$ cat src/rtl/hm_pkg.sv
package hm_pkg;
    localparam int STAT_W     = 8;
    localparam int FLAG_LONG  = 5;
    localparam int FLAG_NOISE = 3;
    localparam int FLAG_STUCK = 2;

    localparam logic [STAT_W-1:0] IMPL_MASK =
        (STAT_W'(1) << FLAG_LONG) | (STAT_W'(1) << FLAG_NOISE) | (STAT_W'(1) << FLAG_STUCK);

    typedef enum logic {
        RT_IDLE,
        RT_COUNT
    } rt_state_e;

    typedef enum logic {
        WR_EMPTY,
        WR_PRIMED
    } wr_state_e;
endpackage

$ cat src/rtl/run_tracker.sv
module run_tracker
    import hm_pkg::*;
#(
    parameter int LONG_THR  = 34,
    parameter int NOISE_THR = 48
) (
    input  logic clk,
    input  logic rst_n,
    input  logic enable_i,
    input  logic bit_vld_i,
    input  logic bit_i,
    output logic long_hit_o,
    output logic noise_hit_o
);
    localparam int CNT_W = $clog2(NOISE_THR + 1);
    localparam logic [CNT_W-1:0] CNT_MAX   = CNT_W'(NOISE_THR);
    localparam logic [CNT_W-1:0] LONG_PRE  = CNT_W'(LONG_THR - 1);
    localparam logic [CNT_W-1:0] NOISE_PRE = CNT_W'(NOISE_THR - 1);

    rt_state_e        state_q, state_d;
    logic [CNT_W-1:0] cnt_q, cnt_d;
    logic             last_q, last_d;
    logic             same_bit;

    assign same_bit = (bit_i == last_q);

    // state register
    always_ff @(posedge clk or negedge rst_n) begin
        if (!rst_n) begin
            state_q <= RT_IDLE;
            cnt_q   <= '0;
            last_q  <= 1'b0;
        end else begin
            state_q <= state_d;
            cnt_q   <= cnt_d;
            last_q  <= last_d;
        end
    end

    // next state
    always_comb begin
        state_d = state_q;
        cnt_d   = cnt_q;
        last_d  = last_q;
        if (!enable_i) begin
            state_d = RT_IDLE;
            cnt_d   = '0;
            last_d  = 1'b0;
        end else if (bit_vld_i) begin
            unique case (state_q)
                RT_IDLE: begin
                    state_d = RT_COUNT;
                    cnt_d   = CNT_W'(1);
                    last_d  = bit_i;
                end
                RT_COUNT: begin
                    last_d = bit_i;
                    if (!same_bit)
                        cnt_d = CNT_W'(1);
                    else if (cnt_q != CNT_MAX)
                        cnt_d = cnt_q + CNT_W'(1);
                end
            endcase
        end
    end

    // outputs: pulse on the bit that brings the run to a threshold
    always_comb begin
        long_hit_o  = 1'b0;
        noise_hit_o = 1'b0;
        unique case (state_q)
            RT_IDLE: begin
                long_hit_o  = 1'b0;
                noise_hit_o = 1'b0;
            end
            RT_COUNT: begin
                long_hit_o  = enable_i && bit_vld_i && same_bit && (cnt_q == LONG_PRE);
                noise_hit_o = enable_i && bit_vld_i && same_bit && (cnt_q == NOISE_PRE);
            end
        endcase
    end

    a_r3_cnt_bounded: assert property (@(posedge clk) disable iff (!rst_n)
        cnt_q <= CNT_MAX);

    a_r2_restart: assert property (@(posedge clk) disable iff (!rst_n)
        (enable_i && bit_vld_i && state_q == RT_COUNT && !same_bit) |=> (cnt_q == CNT_W'(1)));

    a_r2_gap_holds: assert property (@(posedge clk) disable iff (!rst_n)
        (enable_i && !bit_vld_i) |=> $stable(cnt_q));

    a_r3_single_long: assert property (@(posedge clk) disable iff (!rst_n)
        long_hit_o |=> !long_hit_o);

    a_r8_disabled_idle: assert property (@(posedge clk) disable iff (!rst_n)
        !enable_i |=> (state_q == RT_IDLE && cnt_q == '0));
endmodule

$ cat src/rtl/word_repeat.sv
module word_repeat
    import hm_pkg::*;
#(
    parameter int WORD_W = 32
) (
    input  logic              clk,
    input  logic              rst_n,
    input  logic              enable_i,
    input  logic              word_vld_i,
    input  logic [WORD_W-1:0] word_i,
    output logic              stuck_hit_o
);
    wr_state_e         state_q, state_d;
    logic [WORD_W-1:0] prev_q, prev_d;

    always_ff @(posedge clk or negedge rst_n) begin
        if (!rst_n) begin
            state_q <= WR_EMPTY;
            prev_q  <= '0;
        end else begin
            state_q <= state_d;
            prev_q  <= prev_d;
        end
    end

    always_comb begin
        state_d = state_q;
        prev_d  = prev_q;
        if (!enable_i) begin
            state_d = WR_EMPTY;
            prev_d  = '0;
        end else if (word_vld_i) begin
            unique case (state_q)
                WR_EMPTY:  state_d = WR_PRIMED;
                WR_PRIMED: state_d = WR_PRIMED;
            endcase
            prev_d = word_i;
        end
    end

    always_comb begin
        stuck_hit_o = 1'b0;
        unique case (state_q)
            WR_EMPTY:  stuck_hit_o = 1'b0;
            WR_PRIMED: stuck_hit_o = enable_i && word_vld_i && (word_i == prev_q);
        endcase
    end

    a_r5_prime: assert property (@(posedge clk) disable iff (!rst_n)
        (enable_i && word_vld_i) |=> (state_q == WR_PRIMED && prev_q == $past(word_i)));

    a_r8_word_forget: assert property (@(posedge clk) disable iff (!rst_n)
        !enable_i |=> (state_q == WR_EMPTY));
endmodule

$ cat src/rtl/flag_bank.sv
module flag_bank
    import hm_pkg::*;
#(
    parameter logic [STAT_W-1:0] SET_MASK = IMPL_MASK
) (
    input  logic              clk,
    input  logic              rst_n,
    input  logic [STAT_W-1:0] set_i,
    input  logic [STAT_W-1:0] clr_i,
    output logic [STAT_W-1:0] flags_o
);
    for (genvar i = 0; i < STAT_W; i++) begin : g_flag
        if (SET_MASK[i]) begin : g_live
            logic flag_q;
            always_ff @(posedge clk or negedge rst_n) begin
                if (!rst_n)
                    flag_q <= 1'b0;
                else if (set_i[i])
                    flag_q <= 1'b1;
                else if (clr_i[i])
                    flag_q <= 1'b0;
            end
            assign flags_o[i] = flag_q;

            a_r6_sticky: assert property (@(posedge clk) disable iff (!rst_n)
                (flags_o[i] && !clr_i[i]) |=> flags_o[i]);

            a_r6_clear: assert property (@(posedge clk) disable iff (!rst_n)
                (clr_i[i] && !set_i[i]) |=> !flags_o[i]);

            a_r7_set_wins: assert property (@(posedge clk) disable iff (!rst_n)
                set_i[i] |=> flags_o[i]);
        end else begin : g_tied
            assign flags_o[i] = 1'b0;
        end
    end
endmodule

$ cat src/rtl/health_monitor.sv
module health_monitor
    import hm_pkg::*;
#(
    parameter int LONG_THR  = 34,
    parameter int NOISE_THR = 48,
    parameter int WORD_W    = 32
) (
    input  logic              clk,
    input  logic              rst_n,
    input  logic              enable_i,
    input  logic              bit_vld_i,
    input  logic              bit_i,
    input  logic              word_vld_i,
    input  logic [WORD_W-1:0] word_i,
    input  logic [STAT_W-1:0] flag_clr_i,
    output logic [STAT_W-1:0] flags_o
);
    logic              long_hit;
    logic              noise_hit;
    logic              stuck_hit;
    logic [STAT_W-1:0] set_vec;

    run_tracker #(
        .LONG_THR (LONG_THR),
        .NOISE_THR(NOISE_THR)
    ) i_run (
        .clk        (clk),
        .rst_n      (rst_n),
        .enable_i   (enable_i),
        .bit_vld_i  (bit_vld_i),
        .bit_i      (bit_i),
        .long_hit_o (long_hit),
        .noise_hit_o(noise_hit)
    );

    word_repeat #(
        .WORD_W(WORD_W)
    ) i_word (
        .clk        (clk),
        .rst_n      (rst_n),
        .enable_i   (enable_i),
        .word_vld_i (word_vld_i),
        .word_i     (word_i),
        .stuck_hit_o(stuck_hit)
    );

    always_comb begin
        set_vec             = '0;
        set_vec[FLAG_LONG]  = long_hit;
        set_vec[FLAG_NOISE] = noise_hit;
        set_vec[FLAG_STUCK] = stuck_hit;
    end

    flag_bank #(
        .SET_MASK(IMPL_MASK)
    ) i_flags (
        .clk    (clk),
        .rst_n  (rst_n),
        .set_i  (set_vec),
        .clr_i  (flag_clr_i),
        .flags_o(flags_o)
    );

    a_r8_flags_hold: assert property (@(posedge clk) disable iff (!rst_n)
        (!enable_i && flag_clr_i == '0) |=> $stable(flags_o));

    a_r3_noise_after_long: assert property (@(posedge clk) disable iff (!rst_n)
        noise_hit |-> !long_hit);
endmodule

$ cat config.mk
export PLATFORM = sky130hd
export DESIGN_NAME = health_monitor
export DESIGN_NICKNAME = d
export VERILOG_FILES = /design/src/rtl/hm_pkg.sv /design/src/rtl/run_tracker.sv /design/src/rtl/word_repeat.sv /design/src/rtl/flag_bank.sv /design/src/rtl/health_monitor.sv
export SDC_FILE = /design/constraint.sdc
export NUM_CORES = 1
export LEC_CHECK = 0
export BUFFER_PORTS_ARGS = -buffer_cell sky130_fd_sc_hd__buf_2
export CORE_ASPECT_RATIO = 1.1
export CORE_MARGIN = 1
export CORE_UTILIZATION = 54
export CTS_CLUSTER_SIZE = 16
export DETAILED_ROUTE_END_ITERATION = 8
export PLACE_DENSITY = 0.8
export SYNTH_ARGS = -nofsm -noshare
export SYNTH_HDL_FRONTEND = slang
export SYNTH_SLANG_ARGS = --single-unit
export TNS_END_PERCENT = 100
$ cat constraint.sdc
create_clock -name clk -period 1.32 [get_ports clk]
set_input_delay 0.264 -clock clk [delete_from_list [all_inputs] [get_ports clk]]
set_output_delay 0.264 -clock clk [all_outputs]
set_load 0.1 [all_outputs]
# Word level (Yosys, flattened, before mapping)
# Cells that the tools add are included.
# classes
add_sub_neg	1
eq_ne	8
mux	22
n_bitwise	2
reduce_logical	10
# op_table
op	count
2-to-1 mux 32 bit	2
equality test 32 bit	1
2-to-1 mux 6 bit	4
equality test 6 bit, second input constant	2
2-to-1 mux 1 bit	12
case mux 6 bit (2 select lines)	1
adder 6 x 1 -> 6 bit, second input constant	1
logical AND 1 bit	6
inequality test 6 bit, second input constant	1
case mux 1 bit (2 select lines)	3
nonzero test 2 bit	3
inequality test 2 x 1 -> 1 bit, second input constant	2
inequality test 4 bit, second input constant	1
NOT 1 bit	2
AND reduction 2 bit	1
equality test 1 bit	1
# totals
regBits	44
in_bits	46
out_inout_bits	8
wordCells	51

# Depth between registers and ports, before layout
# logic_depth
depth_word	6
ltp_mapped	6
mapped_depth_nobuf	6

# Hierarchy
# From an unflattened synthesis, not the netlist that was laid out.
# unflattened
hier_cells	215
hier_area_um2	2408.6
# by_module_without_submodules
mod	instances	cells_each	area_per_inst_um2	seq_area_each_um2
word_repeat	1	149	1744.2	825.8
run_tracker	1	47	488.0	200.2
flag_bank	1	18	172.7	75.1
health_monitor	1	1	3.8	0.0

# Least setup slack after synthesis
# OpenSTA, ideal clock, no wires.
# synth_path
path_type	reg2reg
start	register i_run.cnt_q[0]
end	register i_run.cnt_q[1]
setup_time_ns	0.122
arrival_ns	1.078
t_required_ns	1.198
setup_slack_ns	0.120
stages_incl_launch_ff	6
n_path_buf	0
period_less_slack_ns	1.200
path_cell_list	dfrtp_1 inv_1 ha_1 nand4_1 o21ai_0 a32o_1
# synth_via
elab_chain_len	6
word_cells_on_any_way	9
cone_classes	add/sub (1); eq/ne (2); mux (5); reduce/logical (1)
# synth_rtl
element	line	rtl
from (decl)	run_tracker.sv:21	logic [CNT_W-1:0] cnt_q, cnt_d;
from (signal assigned)	run_tracker.sv:35	cnt_q <= cnt_d;
adder 6 x 1 -> 6 bit	run_tracker.sv:61	cnt_d = cnt_q + CNT_W'(1);
2-to-1 mux 6 bit	run_tracker.sv:60	else if (cnt_q != CNT_MAX)
2-to-1 mux 6 bit	run_tracker.sv:58	if (!same_bit)
case mux 6 bit (2 select lines)	run_tracker.sv:50	unique case (state_q)
2-to-1 mux 6 bit	run_tracker.sv:49	end else if (bit_vld_i) begin
2-to-1 mux 6 bit	run_tracker.sv:45	if (!enable_i) begin
# Parallel ways exist; a longest one is shown, timed or not. The select of a mux whose other input is x is not followed.
# A chain may end at the register's enable or synchronous reset.

# Final worst setup path
# Ends and elaborated chain as after synthesis.

==> impl_metrics.prom <==
# TYPE chip_impl_metric gauge
chip_impl_metric{name="timing.clock.skew",unit="ns"} 0.00978
chip_impl_metric{name="synth_xor_xnor_area_share",unit="%"} 12.3
chip_impl_metric{name="ioPinCount",unit=""} 54
chip_impl_metric{name="die_width",unit="um"} 65.8
chip_impl_metric{name="layout_setup_ws",unit="ns"} 0.0497
chip_impl_metric{name="route.detailed.drc",unit=""} 0
chip_impl_info{name="min_from",value="flag_clr_i[2]"} 1
chip_impl_metric{name="start_util",unit="%"} 56.4
chip_impl_metric{name="seq_area_frac_synth",unit="%"} 45.6
chip_impl_metric{name="period_minus_ws_final",unit="ns"} 1.27
chip_impl_metric{name="yosysWarnings",unit=""} 0
chip_impl_metric{name="remaining_antenna_violation_count_after_routing",unit=""} 0
chip_impl_metric{name="drt_pass1_iterations",unit=""} 4
chip_impl_info{name="r2r_startpoint",value="i_run.cnt_q[0]"} 1
chip_impl_info{name="rsz_0062_raised_after_global_routing",value="true"} 1
chip_impl_metric{name="peakVddDrop",unit="V"} 0.000767
chip_impl_metric{name="synth_edf_count",unit=""} 0
chip_impl_metric{name="finalHoldViolCount",unit=""} 0
chip_impl_metric{name="place_congestion",unit=""} 0.882
chip_impl_info{name="synth_top_cells_by_count",value="44 x sky130_fd_sc_hd__dfrtp_1, 33 x sky130_fd_sc_hd__mux2i_1, 33 x sky130_fd_sc_hd__nor2b_1"} 1
chip_impl_metric{name="largest_net_degree_at_the_start_of_global_routing",unit=""} 45
chip_impl_metric{name="grtUsageMet3",unit="%"} 4.87
chip_impl_metric{name="global_route.overflow_total",unit=""} 0
chip_impl_metric{name="netlist_instances",unit=""} 221
chip_impl_metric{name="p_leak",unit="uW"} 0.00133
chip_impl_metric{name="detailroute.via_count",unit=""} 1681
chip_impl_info{name="cp-startpoint",value="i_run.cnt_q[0]"} 1
chip_impl_metric{name="max_cap_violations",unit=""} 0
chip_impl_metric{name="antenna_found_initial",unit=""} 0
chip_impl_metric{name="maxClockFrequency",unit="MHz"} 787
chip_impl_metric{name="drive_above_1_share",unit="%"} 25.8
chip_impl_metric{name="placement.io_buffers",unit=""} 43
chip_impl_metric{name="timing.critical_path.arrival",unit="ns"} 1.45
chip_impl_metric{name="detail_route.wl_per_cell",unit="um"} 13.1
chip_impl_metric{name="totalWireLength",unit="mm"} 4.26
chip_impl_metric{name="clk-insertion-delay-late",unit="ns"} 0.30
chip_impl_info{name="yosys.cell_count.top_type",value="sky130_fd_sc_hd__dfrtp_1"} 1
chip_impl_info{name="setup.worst_path.start_class",value="flip-flop"} 1
chip_impl_info{name="crit_type",value="flip-flop to flip-flop"} 1
chip_impl_metric{name="timing.critical_path.required",unit="ns"} 1.50
chip_impl_metric{name="clkTransAtPathRegs",unit="ns"} 0.08
chip_impl_metric{name="timing.final.crit_share",unit="%"} 96.2
chip_impl_metric{name="worst_hold_slack",unit="ns"} 0.134
chip_impl_metric{name="finalNonFillerCells",unit=""} 325
chip_impl_info{name="synth_top_family_by_area",value="simple AND/OR/NAND/NOR gates"} 1
chip_impl_metric{name="synth_mux_area_share",unit="%"} 13.7
chip_impl_metric{name="die-area",unit="mm^2"} 0.00474
chip_impl_metric{name="place_worst_setup_slack",unit="ns"} -0.0331
chip_impl_metric{name="grt_pass1_wl",unit="mm"} 7.17
chip_impl_metric{name="first_iter_violations",unit=""} 95
chip_impl_metric{name="syn-cell-area",unit="mm^2"} 0.00241
chip_impl_metric{name="yosys.area_share.simple",unit="%"} 16.7
chip_impl_metric{name="first_global_vias",unit=""} 1635
chip_impl_info{name="ctsRootBufferMaster",value="sky130_fd_sc_hd__clkbuf_8"} 1
chip_impl_metric{name="total_power",unit="uW"} 2970
chip_impl_info{name="tritoncts",value="built"} 1
chip_impl_metric{name="placement_rows",unit=""} 25
chip_impl_metric{name="h_tree_depth_reported_by_cts",unit=""} 2
chip_impl_metric{name="global_routing_usage_summed_across_all_routing_layers",unit="%"} 20.1
chip_impl_metric{name="chipHeight",unit="um"} 72.1
chip_impl_info{name="global_route.peak_usage_layer",value="met2"} 1
chip_impl_metric{name="syn_to_final_growth",unit="%"} 19.5
chip_impl_metric{name="synthArstFlopShare",unit="%"} 100
chip_impl_info{name="outcome",value="finished, final reports clean"} 1
chip_impl_metric{name="clockBufferDepth",unit=""} 2
chip_impl_metric{name="cts-buffers-inserted",unit=""} 5
chip_impl_metric{name="avgSynthCellArea",unit="um^2"} 10.9
chip_impl_metric{name="synth_compound_gate_area_share",unit="%"} 5.03
chip_impl_metric{name="final_core_util",unit="%"} 67.3
chip_impl_metric{name="grt_use_met2",unit="%"} 32.9
chip_impl_metric{name="core_region_area",unit="mm^2"} 0.00429
chip_impl_metric{name="setup_violations",unit=""} 0
chip_impl_metric{name="synth.distinct_cells",unit=""} 31
chip_impl_info{name="synth-main-ff-cell",value="sky130_fd_sc_hd__dfrtp_1"} 1
chip_impl_metric{name="post-synth-top-area-fraction",unit="%"} 45.6
chip_impl_metric{name="synth_seq_cells",unit=""} 44
chip_impl_metric{name="p_per_area",unit="mW/mm^2"} 1030
chip_impl_metric{name="nets",unit=""} 319
chip_impl_info{name="min_path_type",value="input port to flip-flop"} 1
chip_impl_metric{name="detailed_place_hpwl",unit="mm"} 3.11
chip_impl_metric{name="placed_cells_incl_taps",unit=""} 315
chip_impl_metric{name="grt_use_met1",unit="%"} 25.3
chip_impl_metric{name="yosys.area_share.adder",unit="%"} 1.55
chip_impl_info{name="leading_post_synthesis_cells_by_cell_area",value="sky130_fd_sc_hd__dfrtp_1 46%, sky130_fd_sc_hd__mux2i_1 14%, sky130_fd_sc_hd__xnor2_1 11%"} 1
chip_impl_info{name="netlist.top_cell.by_area",value="sky130_fd_sc_hd__dfrtp_1"} 1
chip_impl_metric{name="route.detailed.vias_per_inst",unit=""} 5.17
chip_impl_metric{name="clock_sinks",unit=""} 44
chip_impl_metric{name="pins_over_their_slew_limit",unit=""} 0
chip_impl_info{name="worstSetupEndpointType",value="flip-flop"} 1
chip_impl_metric{name="diodes",unit=""} 0
chip_impl_metric{name="timing.critical_path.fanout_max",unit=""} 5
## worst max-delay path, stage by stage (launching register included)
cell	delay, ns
sky130_fd_sc_hd__dfrtp_1	0.40
sky130_fd_sc_hd__inv_1	0.08
sky130_fd_sc_hd__ha_1	0.20
sky130_fd_sc_hd__nand4_1	0.18
sky130_fd_sc_hd__o21ai_1	0.10
sky130_fd_sc_hd__a32o_1	0.20
## metrics by stage
| stage | setup TNS, ns | cell area (um^2) |
|---|---|---|
| floorplan | 0 | 2430 |
| global placement | -0.0103 | 2730 |
| detailed placement | -0.0331 | 2730 |
| CTS | -0.00383 | 2860 |
| global route | -0.138 | 2890 |
| finish | 0 | 2890 |
## cell families (layout without fill, tap and decap cells)
| kind of cell | Yosys count | after routing |
|---|---|---|
| AO/OA/AOI/OAI | 19 | 19 |
| XOR/XNOR | 33 | 33 |
| adder cells (fa/ha/maj) | 3 | 3 |
| buffers and inverters | 20 | 66 |
| flip-flops | 44 | 44 |
| multiplexers | 33 | 33 |
| other | 1 | 5 |
| AND/OR/NAND/NOR | 68 | 68 |
## layout make-up
cell class                 count  area (um^2)
timing repair buffer          54          358
multi-input combinational    161         1230
sequential                    44         1100
fill                         324         1400
tap                           54         67.6
clock buffer                   6         72.6
inverter                       4         15.0
clock inverter                 2         35.0
## worst paths after layout
check / to / slack, ns / depth (start not counted)
max: i_run.cnt_q[1] / 0.05 / 5
min: i_flags.g_flag[2].g_live.flag_q / 0.13 / 2
max reg2reg: i_run.cnt_q[1] / 0.05 / 5
min reg2reg: i_word.state_q / 0.48 / 1
max in group asynchronous: i_run.cnt_q[1] / 0.63 / 3
min in group asynchronous: i_word.prev_q[4] / 0.46 / 3
## power breakdown
group          switching (uW)  internal (uW)  leakage [uW]  total [uW]
Sequential               45.8           1410      0.000586        1460
Combinational             272            232      0.000684         503
Clock                     450            562     0.0000552        1010
## sequential cells by signal, indices dropped and copies added (netlist names)
signal                        cells
i_flags.g_flag.g_live.flag_q      3
i_run.cnt_q                       6
i_run.last_q                      1
i_run.state_q                     1
i_word.prev_q                    32
i_word.state_q                    1
## cell usage in the layout (no fill, tap or decap), types with 2 or more instances in the layout
| master | count |
|---|---|
| sky130_fd_sc_hd__a21oi_1 | 2 |
| sky130_fd_sc_hd__buf_12 | 4 |
| sky130_fd_sc_hd__buf_2 | 40 |
| sky130_fd_sc_hd__buf_4 | 9 |
| sky130_fd_sc_hd__clkbuf_8 | 5 |
| sky130_fd_sc_hd__conb_1 | 5 |
| sky130_fd_sc_hd__dfrtp_1 | 43 |
| sky130_fd_sc_hd__ha_1 | 3 |
| sky130_fd_sc_hd__inv_1 | 4 |
| sky130_fd_sc_hd__mux2i_1 | 33 |
| sky130_fd_sc_hd__nand2_1 | 6 |
| sky130_fd_sc_hd__nand2b_1 | 2 |
| sky130_fd_sc_hd__nand3_1 | 6 |
| sky130_fd_sc_hd__nand4_1 | 10 |
| sky130_fd_sc_hd__nor2_1 | 2 |
| sky130_fd_sc_hd__nor2b_1 | 33 |
| sky130_fd_sc_hd__nor3_1 | 3 |
| sky130_fd_sc_hd__o21a_1 | 2 |
| sky130_fd_sc_hd__o21ai_0 | 5 |
| sky130_fd_sc_hd__o21ai_1 | 6 |
| sky130_fd_sc_hd__xnor2_1 | 27 |
| sky130_fd_sc_hd__xnor2_2 | 3 |
| sky130_fd_sc_hd__xor2_1 | 3 |
## layer usage
metal  wire length, um  share of wire, %
met1              1860                44
met2              2090                49
met4                92               2.2
met3               213               5.0
met5                 0                 0
## what timing repair did
action                                  in CTS  in global routing
endpoints found under the hold margin       44                  0
gates resized for setup                      1                  8
pin swaps                                    1                  6
endpoints found under the setup margin       2                  7
setup buffers                                0                  1
hold buffers                                 1                  0
No activity file was read; power rests on OpenSTA's default activity.
